File: src/rtl/shift_flag_pkg.sv
package shift_flag_pkg;

  typedef enum logic [1:0] {
    OP_SHL = 2'b00,
    OP_SHR = 2'b01,
    OP_SAR = 2'b10,
    OP_RSV = 2'b11
  } shift_op_e;

  typedef struct packed {
    logic z;
    logic s;
    logic cy;
    logic ov;
  } shift_flags_t;

endpackage

File: src/rtl/sfu_amount_sel.sv
module sfu_amount_sel #(
  parameter int DATA_W = 32,
  parameter int AMT_W  = $clog2(DATA_W)
) (
  input  logic              use_imm,
  input  logic [AMT_W-1:0]  imm_amt,
  input  logic [DATA_W-1:0] amt_reg,
  output logic [AMT_W-1:0]  amt
);

  localparam logic [DATA_W-1:0] WRAP = DATA_W[DATA_W-1:0];

  logic [DATA_W-1:0] reg_wrapped;

  // DATA_W is a power of two, so the modulo keeps only the low count bits.
  always_comb begin
    reg_wrapped = amt_reg % WRAP;
    amt         = use_imm ? imm_amt : reg_wrapped[AMT_W-1:0];
  end

endmodule

File: src/rtl/sfu_core.sv
module sfu_core
  import shift_flag_pkg::*;
#(
  parameter int DATA_W = 32,
  parameter int AMT_W  = $clog2(DATA_W)
) (
  input  logic [DATA_W-1:0] operand,
  input  logic [AMT_W-1:0]  amt,
  input  shift_op_e         op,
  output logic [DATA_W-1:0] shifted
);

  logic go_left;
  logic fill;
  logic [AMT_W:0][DATA_W-1:0] stage;
  logic [DATA_W-1:0] flipped_in;
  logic [DATA_W-1:0] last;

  assign go_left = (op == OP_SHL);
  assign fill    = (op == OP_SAR) & operand[DATA_W-1];

  // A left shift is a right shift of the bit-reversed word.
  always_comb begin
    for (int i = 0; i < DATA_W; i++) begin
      flipped_in[i] = go_left ? operand[DATA_W-1-i] : operand[i];
    end
  end

  assign stage[0] = flipped_in;

  for (genvar k = 0; k < AMT_W; k++) begin : g_stage
    localparam int SH = 1 << k;
    assign stage[k+1] = amt[k] ? {{SH{fill}}, stage[k][DATA_W-1:SH]} : stage[k];
  end

  assign last = stage[AMT_W];

  always_comb begin
    for (int i = 0; i < DATA_W; i++) begin
      shifted[i] = go_left ? last[DATA_W-1-i] : last[i];
    end
  end

endmodule

File: src/rtl/sfu_flags.sv
module sfu_flags
  import shift_flag_pkg::*;
#(
  parameter int DATA_W = 32,
  parameter int AMT_W  = $clog2(DATA_W)
) (
  input  logic [DATA_W-1:0] operand,
  input  logic [AMT_W-1:0]  amt,
  input  shift_op_e         op,
  input  logic [DATA_W-1:0] shifted,
  output shift_flags_t      flags
);

  logic [AMT_W-1:0] idx_left;
  logic [AMT_W-1:0] idx_right;
  logic             carry;

  always_comb begin
    idx_left  = AMT_W'(DATA_W - int'(amt));
    idx_right = amt - 1'b1;
    if (amt == '0) begin
      carry = 1'b0;
    end else if (op == OP_SHL) begin
      carry = operand[idx_left];
    end else begin
      carry = operand[idx_right];
    end
  end

  always_comb begin
    flags.z  = (shifted == '0);
    flags.s  = shifted[DATA_W-1];
    flags.cy = carry;
    flags.ov = 1'b0;
  end

  // Sign fill of the arithmetic shift is produced by the barrel, checked here.
  always_comb begin
    if (op == OP_SAR && operand[DATA_W-1]) begin
      assert_sar_sign_fill_R4: assert (shifted[DATA_W-1] == 1'b1);
    end
  end

endmodule

File: src/rtl/shift_flag_unit.sv
module shift_flag_unit
  import shift_flag_pkg::*;
#(
  parameter int DATA_W = 32,
  parameter int AMT_W  = $clog2(DATA_W)
) (
  input  logic              clk,
  input  logic              rst_n,
  input  logic              in_valid,
  input  logic [1:0]        op_sel,
  input  logic              use_imm,
  input  logic [AMT_W-1:0]  imm_amt,
  input  logic [DATA_W-1:0] amt_reg,
  input  logic [DATA_W-1:0] operand,
  output logic              out_valid,
  output logic [DATA_W-1:0] result,
  output logic              flag_z,
  output logic              flag_s,
  output logic              flag_cy,
  output logic              flag_ov
);

  shift_op_e         op;
  logic [AMT_W-1:0]  amt;
  logic [DATA_W-1:0] shifted;
  shift_flags_t      flags_c;

  logic [DATA_W-1:0] res_q, res_d;
  shift_flags_t      flg_q, flg_d;
  logic              vld_q, vld_d;

  assign op = shift_op_e'(op_sel);

  sfu_amount_sel #(.DATA_W(DATA_W), .AMT_W(AMT_W)) u_amt (
    .use_imm (use_imm),
    .imm_amt (imm_amt),
    .amt_reg (amt_reg),
    .amt     (amt)
  );

  sfu_core #(.DATA_W(DATA_W), .AMT_W(AMT_W)) u_core (
    .operand (operand),
    .amt     (amt),
    .op      (op),
    .shifted (shifted)
  );

  sfu_flags #(.DATA_W(DATA_W), .AMT_W(AMT_W)) u_flags (
    .operand (operand),
    .amt     (amt),
    .op      (op),
    .shifted (shifted),
    .flags   (flags_c)
  );

  // Next-state logic with the clock enable written out.
  always_comb begin
    vld_d = in_valid;
    res_d = res_q;
    flg_d = flg_q;
    if (in_valid) begin
      res_d = shifted;
      flg_d = flags_c;
    end
  end

  always_ff @(posedge clk or negedge rst_n) begin
    if (!rst_n) begin
      vld_q <= 1'b0;
      res_q <= '0;
      flg_q <= '0;
    end else begin
      vld_q <= vld_d;
      res_q <= res_d;
      flg_q <= flg_d;
    end
  end

  assign out_valid = vld_q;
  assign result    = res_q;
  assign flag_z    = flg_q.z;
  assign flag_s    = flg_q.s;
  assign flag_cy   = flg_q.cy;
  assign flag_ov   = flg_q.ov;

  assert_zero_flag_R8: assert property (@(posedge clk) disable iff (!rst_n)
    out_valid |-> (flag_z == (result == '0)));

  assert_sign_flag_R8: assert property (@(posedge clk) disable iff (!rst_n)
    out_valid |-> (flag_s == result[DATA_W-1]));

  assert_no_overflow_R9: assert property (@(posedge clk) disable iff (!rst_n)
    out_valid |-> !flag_ov);

  assert_hold_R10: assert property (@(posedge clk) disable iff (!rst_n)
    !in_valid |=> ($stable(result) && $stable(flag_cy) && $stable(flag_z)));

  assert_zero_count_R7: assert property (@(posedge clk) disable iff (!rst_n)
    (in_valid && amt == '0) |=> (result == $past(operand) && !flag_cy));

endmodule

File: config.mk
export PLATFORM = sky130hd
export DESIGN_NAME = shift_flag_unit
export DESIGN_NICKNAME = d
export VERILOG_FILES = /design/src/rtl/shift_flag_pkg.sv /design/src/rtl/sfu_amount_sel.sv /design/src/rtl/sfu_core.sv /design/src/rtl/sfu_flags.sv /design/src/rtl/shift_flag_unit.sv
export SDC_FILE = /design/constraint.sdc
export NUM_CORES = 1
export LEC_CHECK = 0
export ABC_CLOCK_PERIOD_IN_PS = 1060
export BUFFER_PORTS_ARGS = -buffer_cell sky130_fd_sc_hd__buf_4
export CAP_MARGIN = 5
export CELL_PAD_IN_SITES_DETAIL_PLACEMENT = 1
export CELL_PAD_IN_SITES_GLOBAL_PLACEMENT = 1
export CORE_UTILIZATION = 42
export DETAILED_ROUTE_END_ITERATION = 10
export PLACE_DENSITY_LB_ADDON = 0.1
export SETUP_SLACK_MARGIN = 0.02
export SLEW_MARGIN = 20
export SYNTH_ARGS = -nofsm -noshare
export SYNTH_HDL_FRONTEND = slang
export SYNTH_SLANG_ARGS = --single-unit
File: constraint.sdc
create_clock -name clk -period 1.06 [get_ports clk]
set_clock_uncertainty 0.2 [all_clocks]
set_input_delay 0.159 -clock clk [delete_from_list [all_inputs] [get_ports clk]]
set_output_delay 0.159 -clock clk [all_outputs]
set_load 0.01 [all_outputs]
==> results.yml, run 1 <==
global_routing:
  grt-ovfl-total: 470
  grt_max_degree: 56
  grtUsageTotal_pct: 89.8
synth:
  syn-instance-count: 558
  yosysSeqAreaShare_pct: 17.9
  syn_nets: 635
  ys.flop_type: "dfrtp_1"
  ys_async_sr_fraction_pct: 100
  ys_warn_count: 0
  synth_edf_count: 0
  synth.distinct_cells: 58
  syn_area_per_cell_um2: 8.75
  yosys_register_bits: 35
  synth_area_um2: 4880
cts:
  root_buffer: "clkbuf_16"
  cts.sinks: 35
  numCtsBuffers: 5
  htree_levels: 2
  clockBufferDepth: 2
die:
  die_x_um: 110
  row_count: 39
  start_util_pct: 43.0
  die_h_um: 110
  ioPinCount: 112
run_status:
  error: "[ERROR GRT-0232] Routing congestion too high. Check the congestion heatmap in the GUI."
  lastStage: "5_1_grt"
  outcome: "did not finish"
placed_design:
  hpwlAfterDp_um: 18300
  io_buffer_count: 83
  place.gp.congestion: 0.976
sta:
  grt-worst-endpoint: "result[17]$_DFFE_PN0P_/D"
  endpoint_type: "sequential cell input"
repair_timing:
item                                    4_1_cts
gates resized for setup                     185
pin swaps                                    43
hold buffers                                  1
buffers inserted                             38
endpoints found under the setup margin       70
cloned                                        3
hold endpoints to repair                     35
cells in the mapped netlist, types with 9 or more instances:
library cell	instances	area, µm²
nor2_1	64	240
nand2_1	62	233
a21oi_1	51	255
mux2i_1	47	470
mux4_2	44	991
dfrtp_1	35	876
o21ai_0	31	155
clkbuf_1	28	105
a31oi_1	16	100
nor3_1	11	55.1
o211ai_1	11	82.6
buf_2	10	50.1
inv_1	9	33.8
mux2_2	9	101
nand4_1	9	56.3
routing by layer:
layer	overflow	global-route usage, %
met1	4	83.9
met2	294	110
met3	7	69.6
met4	165	108
met5	0	26.8
through the flow:
step	setup TNS (ns)	cell area (µm²)	utilization [%]	std cells	setup slack, ns
floorplan	-43.66	5010	-	558	-1.75
global placement	-61.65	6920	60.8	908	-2.05
detailed placement	-64.53	6920	60.8	908	-2.19
CTS	-50.15	8170	71.9	957	-1.54
kinds of logic after synthesis:
logic type / after synthesis / synth area share, %
compound gates: 169 / 22.1
xor+xnor: 3 / 0.538
fa+ha+maj: 2 / 0.512
buf+inv: 63 / 6.12
flops: 35 / 17.9
mux: 109 / 36.0
other cells: 1 / 0.0768
simple gates: 176 / 16.7
==> inputs of run 2 (changes only) <==
- CELL_PAD_IN_SITES_DETAIL_PLACEMENT: 1 -> not set
- CELL_PAD_IN_SITES_GLOBAL_PLACEMENT: 1 -> not set
- CORE_UTILIZATION: 42 -> 30
- PLACE_DENSITY_LB_ADDON: 0.1 -> 0.15
- SETUP_SLACK_MARGIN: 0.02 -> not set
==> run 2 against run 1 <==
Against the previous run:
- the flow now finishes, with violations (setup timing)
- area after synthesis unchanged
- synthesized cell count unchanged
==> results.yml, run 2 <==
run_status:
  outcome: "finished, violations left"
  violations: "setup timing"
die:
  start_util_pct: 30.7
  dieArea_um2: 16800
  die_h_um: 130
  die_x_um: 130
  core-area_um2: 15900
  row_count: 46
  ioPinCount: 112
cts:
  htree_levels: 2
  root_buffer: "clkbuf_16"
  cts_tree: "built"
  cts.sinks: 35
  clk_pin_slew_worst_paths_ns: 0.06
  numCtsBuffers: 5
  clockBufferDepth: 2
  clkLatencyLatePin_ns: 0.28
synth:
  synth_area_um2: 4880
  yosys_register_bits: 35
  synth.distinct_cells: 58
  synthSimpleGateAreaFrac_pct: 16.7
  yosysTopAreaCell: "mux4_2"
  synth.most_common_cell: "nor2_1"
  ys_async_sr_fraction_pct: 100
  synth-xor-area-share_pct: 0.538
  synth_fa_ha_area_share_pct: 0.512
  synth.top_cell.area_share_pct: 20.3
  ys_warn_count: 0
  synth_top_family_by_area: "multiplexers"
  syn-instance-count: 558
  syn_area_per_cell_um2: 8.75
  synth_compound_area_share_pct: 22.1
  synthMuxAreaShare_pct: 36.0
  netlist_top_cells_count: "nor2_1, nand2_1, a21oi_1"
  synth_edf_count: 0
  syn_nets: 635
  yosys-top-cells-area: "mux4_2, dfrtp_1, mux2i_1, a21oi_1, nor2_1"
  yosysSeqAreaShare_pct: 17.9
  ys.flop_type: "dfrtp_1"
global_routing:
  grt_pass1_vias: 6005
  antenna_found_initial: 0
  grt_pass1_wl_um: 34400
  grtUsageTotal_pct: 27.2
  grt_max_degree: 56
  grt-ovfl-total: 0
sta:
  hold_slack_ns: 0.167
  finalCritPeriodShare_pct: 253
  fmax_ghz: 0.373
  rsz0062_at_grt: "true"
  postLayoutSetupSlackWorst_ns: -1.62
  setup_viol: 70
  maxSlewHeadroom_pct: 61.8
  worst_pin_slew_ns: 0.568
  hold_viol: 0
  slew_viol_final: 0
  period_minus_slack_ns: 2.68
layout:
  antenna_cells: 0
  nNetsFinal: 932
  final_cell_mix: "buf_4, buf_6, nor2_1, nand2_1, mux4_2"
  area_growth_pct: 81.0
  layout_commonest_cell: "buf_4"
  fin_area_um2: 8840
  largest_register_ffs: 32
  drive_gt1_share_pct: 61.7
  instances_no_fill: 1072
routing:
  antenna_left: 0
  drc: 0
  wl_per_cell_um: 20.9
  viasPerCell: 5.65
  drt-total-wl_um: 22500
  drt_iter0_markers: 341
  num_vias: 6062
  drt-pass1-iter-count: 5
power:
  swShare_pct: 39.2
  power_leakage_uw: 0.00373
  power_uw: 9640
  peakVddDrop_mv: 0.699
  pwr-share-seq_pct: 17.8
  p_clk_share_pct: 15.0
  power.density_nw_per_um2: 1090
  p_switching_uw: 3780
  combPwrFrac_pct: 67.2
  internal-power_uw: 5860
critical_path:
  cp.required_ns: 1.07
  crit_path_start_kind: "input pin"
  crit_arrival_ns: 2.70
  max_stage_delay_ns: 0.53
  cp_slowest_cell: "mux4_2"
  path_cells: "buf_8 -> or2_4 -> buf_12 -> mux4_2 -> mux2i_4 -> buf_4 -> mux2i_4 -> buf_6 -> a21oi_4 -> nand4b_1 -> nor4b_4 -> nand4_1 -> o2bb2ai_1"
  critPathMaxFanout: 7
  critPathCaptureType: "flop"
  crit_top_cell: "mux2i_4"
  critPathKind: "in -> reg"
run:
  drv_cap: 0
placed_design:
  placed_area_um2: 7110
  place.gp.congestion: 0.956
  hpwlAfterDp_um: 17100
  dp_cells: 994
  io_buffer_count: 83
worst_hold_path:
  hp-class: "in -> async"
-- run 2: cell counts after synthesis --
Identical to the previous run, type by type.
-- run 2: kinds of logic (layout without fill, tap and decap cells) --
kind of cell               after synthesis  count (layout)
xor gates and xnor gates                 3               3
muxes                                  109             109
DFF                                     35              35
AOI/OAI and AO/OA                      169             169
other                                    1               1
and+or+nand+nor                        176             176
buffers and inverters                   63             361
adders and majority gates                2               2
-- run 2: per-stage QoR --
step | utilization [%] | TNS [ns] | setup WS, ns
after floorplan | - | -43.66 | -1.75
after global placement | 44.7 | -63.73 | -2.09
after detailed placement | 44.7 | -63.76 | -2.15
after CTS | 53.4 | -51.85 | -1.54
after global routing | 55.7 | -56.29 | -1.68
final | 55.7 | -52.70 | -1.62
-- run 2: worst max-delay path: cells and delay by family --
kind	cells	cell delay, ns
simple gates	4	0.84
buf+inv	4	0.56
compound gates	2	0.28
mux	3	0.86
-- run 2: worst paths after layout --
check | startpoint | to | slack (ns) | cells after the start
setup / recovery | op_sel[1] | flag_z$_DFFE_PN0P_ | -1.62 | 13
hold / removal | rst_n | result[29]$_DFFE_PN0P_ | 0.17 | 2
setup reg to reg | result[30]$_DFFE_PN0P_ | result[30]$_DFFE_PN0P_ | -0.05 | 4
hold reg to reg | result[7]$_DFFE_PN0P_ | result[7]$_DFFE_PN0P_ | 0.31 | 1
max in group asynchronous | rst_n | result[26]$_DFFE_PN0P_ | 0.15 | 2
min in group clk | in_valid | out_valid$_DFF_PN0_ | 0.19 | 2
-- run 2: final cells by class --
cell class	instances	area, µm²
tap	216	270
clock inverter	3	20.0
clock buffer	5	125
inverter	10	47.5
timing repair buffer	343	3030
multi-input combinational	460	4480
fill	1478	7040
sequential	35	876
-- run 2: metal layers --
layer / up-vias / track usage [%] / share of wire, %
li1: 2776 / - / -
met1: 3049 / 37.5 / 45
met2: 207 / 45.5 / 48
met3: 30 / 3.39 / 4.8
met4: 0 / 5.88 / 2.3
met5: - / 0 / 0
-- run 2: power by group through the flow --
stage | registers, µW | clock network, µW | logic (µW)
6_report | 1710 | 1450 | 6480
5_1_grt | 1740 | 1520 | 6840
4_1_cts | 1710 | 1470 | 6010
3_5_place_dp | 1690 | 0 | 4800
3_3_place_gp | 1690 | 0 | 4820
2_1_floorplan | 1780 | 0 | 2370
-- run 2: repair_timing --
action	4_1_cts	5_1_grt
endpoints found under the setup margin	70	70
gates cloned	2	0
buffers inserted	55	15
pin swaps	51	48
resized for setup	175	67
endpoints found under the hold margin	35	0
hold buffers	1	0
(Power assumes the default switching activity.)
==> inputs of run 3 (changes only) <==
- BUFFER_PORTS_ARGS: -buffer_cell sky130_fd_sc_hd__buf_4 -> -buffer_cell sky130_fd_sc_hd__buf_2
- RECOVER_POWER: not set -> 25
==> run 3 against run 2 <==
Against the previous run:
- the run still ends with setup timing left
- first-iteration DRC count grew 41%
- setup slack gained 0.084 ns
- final cell count shrank 3.1%
- critical path depth shrank 1
- largest power group unchanged
- highest routed layer unchanged
==> results.yml, run 3 (synthesis gave the netlist of run 2 again) <==
die:
  dieArea_um2: 16800
  die_x_um: 130
  start_util_pct: 30.7
  die_h_um: 130
  ioPinCount: 112
  row_count: 46
  core-area_um2: 15900
placed_design:
  io_buffer_count: 83
  place.gp.congestion: 0.976
  dp_cells: 972
  placed_area_um2: 6750
  hpwlAfterDp_um: 16500
global_routing:
  antenna_found_initial: 0
  met3_usage_pct: 3.72
  use_met1_pct: 37.1
  grtUsageTotal_pct: 26.8
  grt_max_degree: 56
  top_usage_layer: "met2"
  grt_pass1_wl_um: 33700
  grt-ovfl-total: 0
  grt_pass1_vias: 5777
  use_met2_pct: 43.4
power:
  swShare_pct: 39.3
  internal-power_uw: 5670
  p_clk_share_pct: 18.1
  pwr-share-seq_pct: 17.7
  peakVddDrop_mv: 0.661
  power_leakage_uw: 0.00356
  combPwrFrac_pct: 64.2
  power.density_nw_per_um2: 1110
  p_switching_uw: 3670
cts:
  numCtsBuffers: 5
  clk_pin_slew_worst_paths_ns: 0.06
  cts_tree: "built"
  root_buffer: "clkbuf_16"
  clkLatencyLatePin_ns: 0.28
  htree_levels: 2
  clockBufferDepth: 2
  cts.sinks: 35
layout:
  instances_no_fill: 1039
  drive_gt1_share_pct: 61.0
  largest_register_ffs: 32
  fin_area_um2: 8380
  fill_cells: 1496
  final_cell_mix: "buf_4, buf_2, nor2_1, nand2_1, mux4_2"
  area_growth_pct: 71.6
  nNetsFinal: 899
  layout_commonest_cell: "buf_4"
  antenna_cells: 0
critical_path:
  r2r_setup_slack_ns: -0.06
  path_cells: "buf_8 -> mux2_4 -> buf_12 -> mux4_2 -> buf_6 -> mux2i_4 -> mux2i_2 -> o21a_1 -> nand4b_1 -> nor4b_4 -> nand4_1 -> o2bb2ai_1"
  critPathMaxFanout: 7
  rr_startpoint: "result[28]$_DFFE_PN0P_"
  cp_slowest_cell: "mux4_2"
  crit_arrival_ns: 2.61
  critPathCaptureType: "flop"
  cp.required_ns: 1.07
  crit_path_start_kind: "input pin"
  max_stage_delay_ns: 0.37
  path_delay_family: "multiplexers"
  cp.buffers_inverters: 3
  critPathLaunch: "use_imm"
  r2r_cells: 4
  critPathKind: "in -> reg"
  crit_cells: 12
sta:
  hold_viol: 0
  postLayoutSetupSlackWorst_ns: -1.54
  maxSlewHeadroom_pct: 58.4
  slew_viol_final: 0
  hold_slack_ns: 0.0858
  rsz0062_at_grt: "true"
  finalCritPeriodShare_pct: 245
  fmax_ghz: 0.385
  setup_viol: 70
  worst_pin_slew_ns: 0.621
  period_minus_slack_ns: 2.60
routing:
  drt-total-wl_um: 22300
  antenna_left: 0
  num_vias: 5860
  wl_per_cell_um: 21.5
  drc: 0
  drt-pass1-iter-count: 5
  drt_iter0_markers: 482
  viasPerCell: 5.64
worst_hold_path:
  hp-class: "in -> async"
run_status:
  outcome: "finished, violations left"
  violations: "setup timing"
run:
  drv_cap: 0
==> run 3: cell count changes in the layout (fill, tap and decap cells not counted), moves of 5 or more <==
| cell | before | now |
|---|---|---|
| a21oi_2 | 19 | 24 |
| buf_2 | 0 | 74 |
| buf_4 | 256 | 185 |
| buf_6 | 69 | 24 |
| mux2i_1 | 23 | 28 |
| mux2i_4 | 19 | 12 |
| nand2_1 | 53 | 47 |
| nand2_2 | 9 | 14 |
==> run 3: path summary, 6_finish.rpt <==
check,endpoint
min in group clk,flag_z$_DFFE_PN0P_
worst max-delay path,flag_z$_DFFE_PN0P_
worst max register to register,result[28]$_DFFE_PN0P_
worst min register to register,result[7]$_DFFE_PN0P_
worst min-delay path,out_valid$_DFF_PN0_
max in group asynchronous,result[12]$_DFFE_PN0P_
==> run 3: what timing repair did <==
item                       in CTS  in global routing
hold buffers                    1                  0
gates cloned                    5                  2
hold endpoints to repair       35                  0
gates resized for setup       137                 67
buffers inserted               38                 19
pin swaps                      49                 43
setup endpoints to repair      70                 70
==> run 3: power groups by stage <==
stage / Clock (µW) / Sequential (µW) / Combinational, µW
final: 1690 / 1650 / 6000
after global routing: 1790 / 1680 / 6360
after CTS: 1720 / 1650 / 5460
after detailed placement: 0 / 1670 / 4540
after global placement: 0 / 1670 / 4540
after floorplan: 0 / 1780 / 2370
==> run 3: layer usage <==
layer	part of all wire, %	vias to the layer above	wire length (µm)
li1	-	2705	-
met3	5.1	37	1140
met2	47	197	10500
met4	2.7	0	598
met1	45	2921	10100
met5	0	-	0
==> run 3: cell type report <==
class / instances / area, µm² / area share (%)
sequential: 35 / 876 / 10.5
clock buffer: 5 / 125 / 1.49
tap: 216 / 270 / 3.22
clock inverter: 3 / 43.8 / 0.523
timing repair buffer: 309 / 2550 / 30.4
multi-input combinational: 461 / 4470 / 53.3
inverter: 10 / 52.6 / 0.627
==> run 3: through the flow <==
| stage | total power, µW | util (%) | setup slack, ns | setup TNS, ns |
|---|---|---|---|---|
| after floorplan | 4150 | - | -1.75 | -43.66 |
| after global placement | 6210 | 42.5 | -2.27 | -63.43 |
| after detailed placement | 6210 | 42.5 | -2.15 | -63.88 |
| after CTS | 8830 | 49.7 | -1.48 | -49.26 |
| after global routing | 9830 | 52.8 | -1.64 | -53.59 |
| final | 9340 | 52.8 | -1.54 | -49.59 |
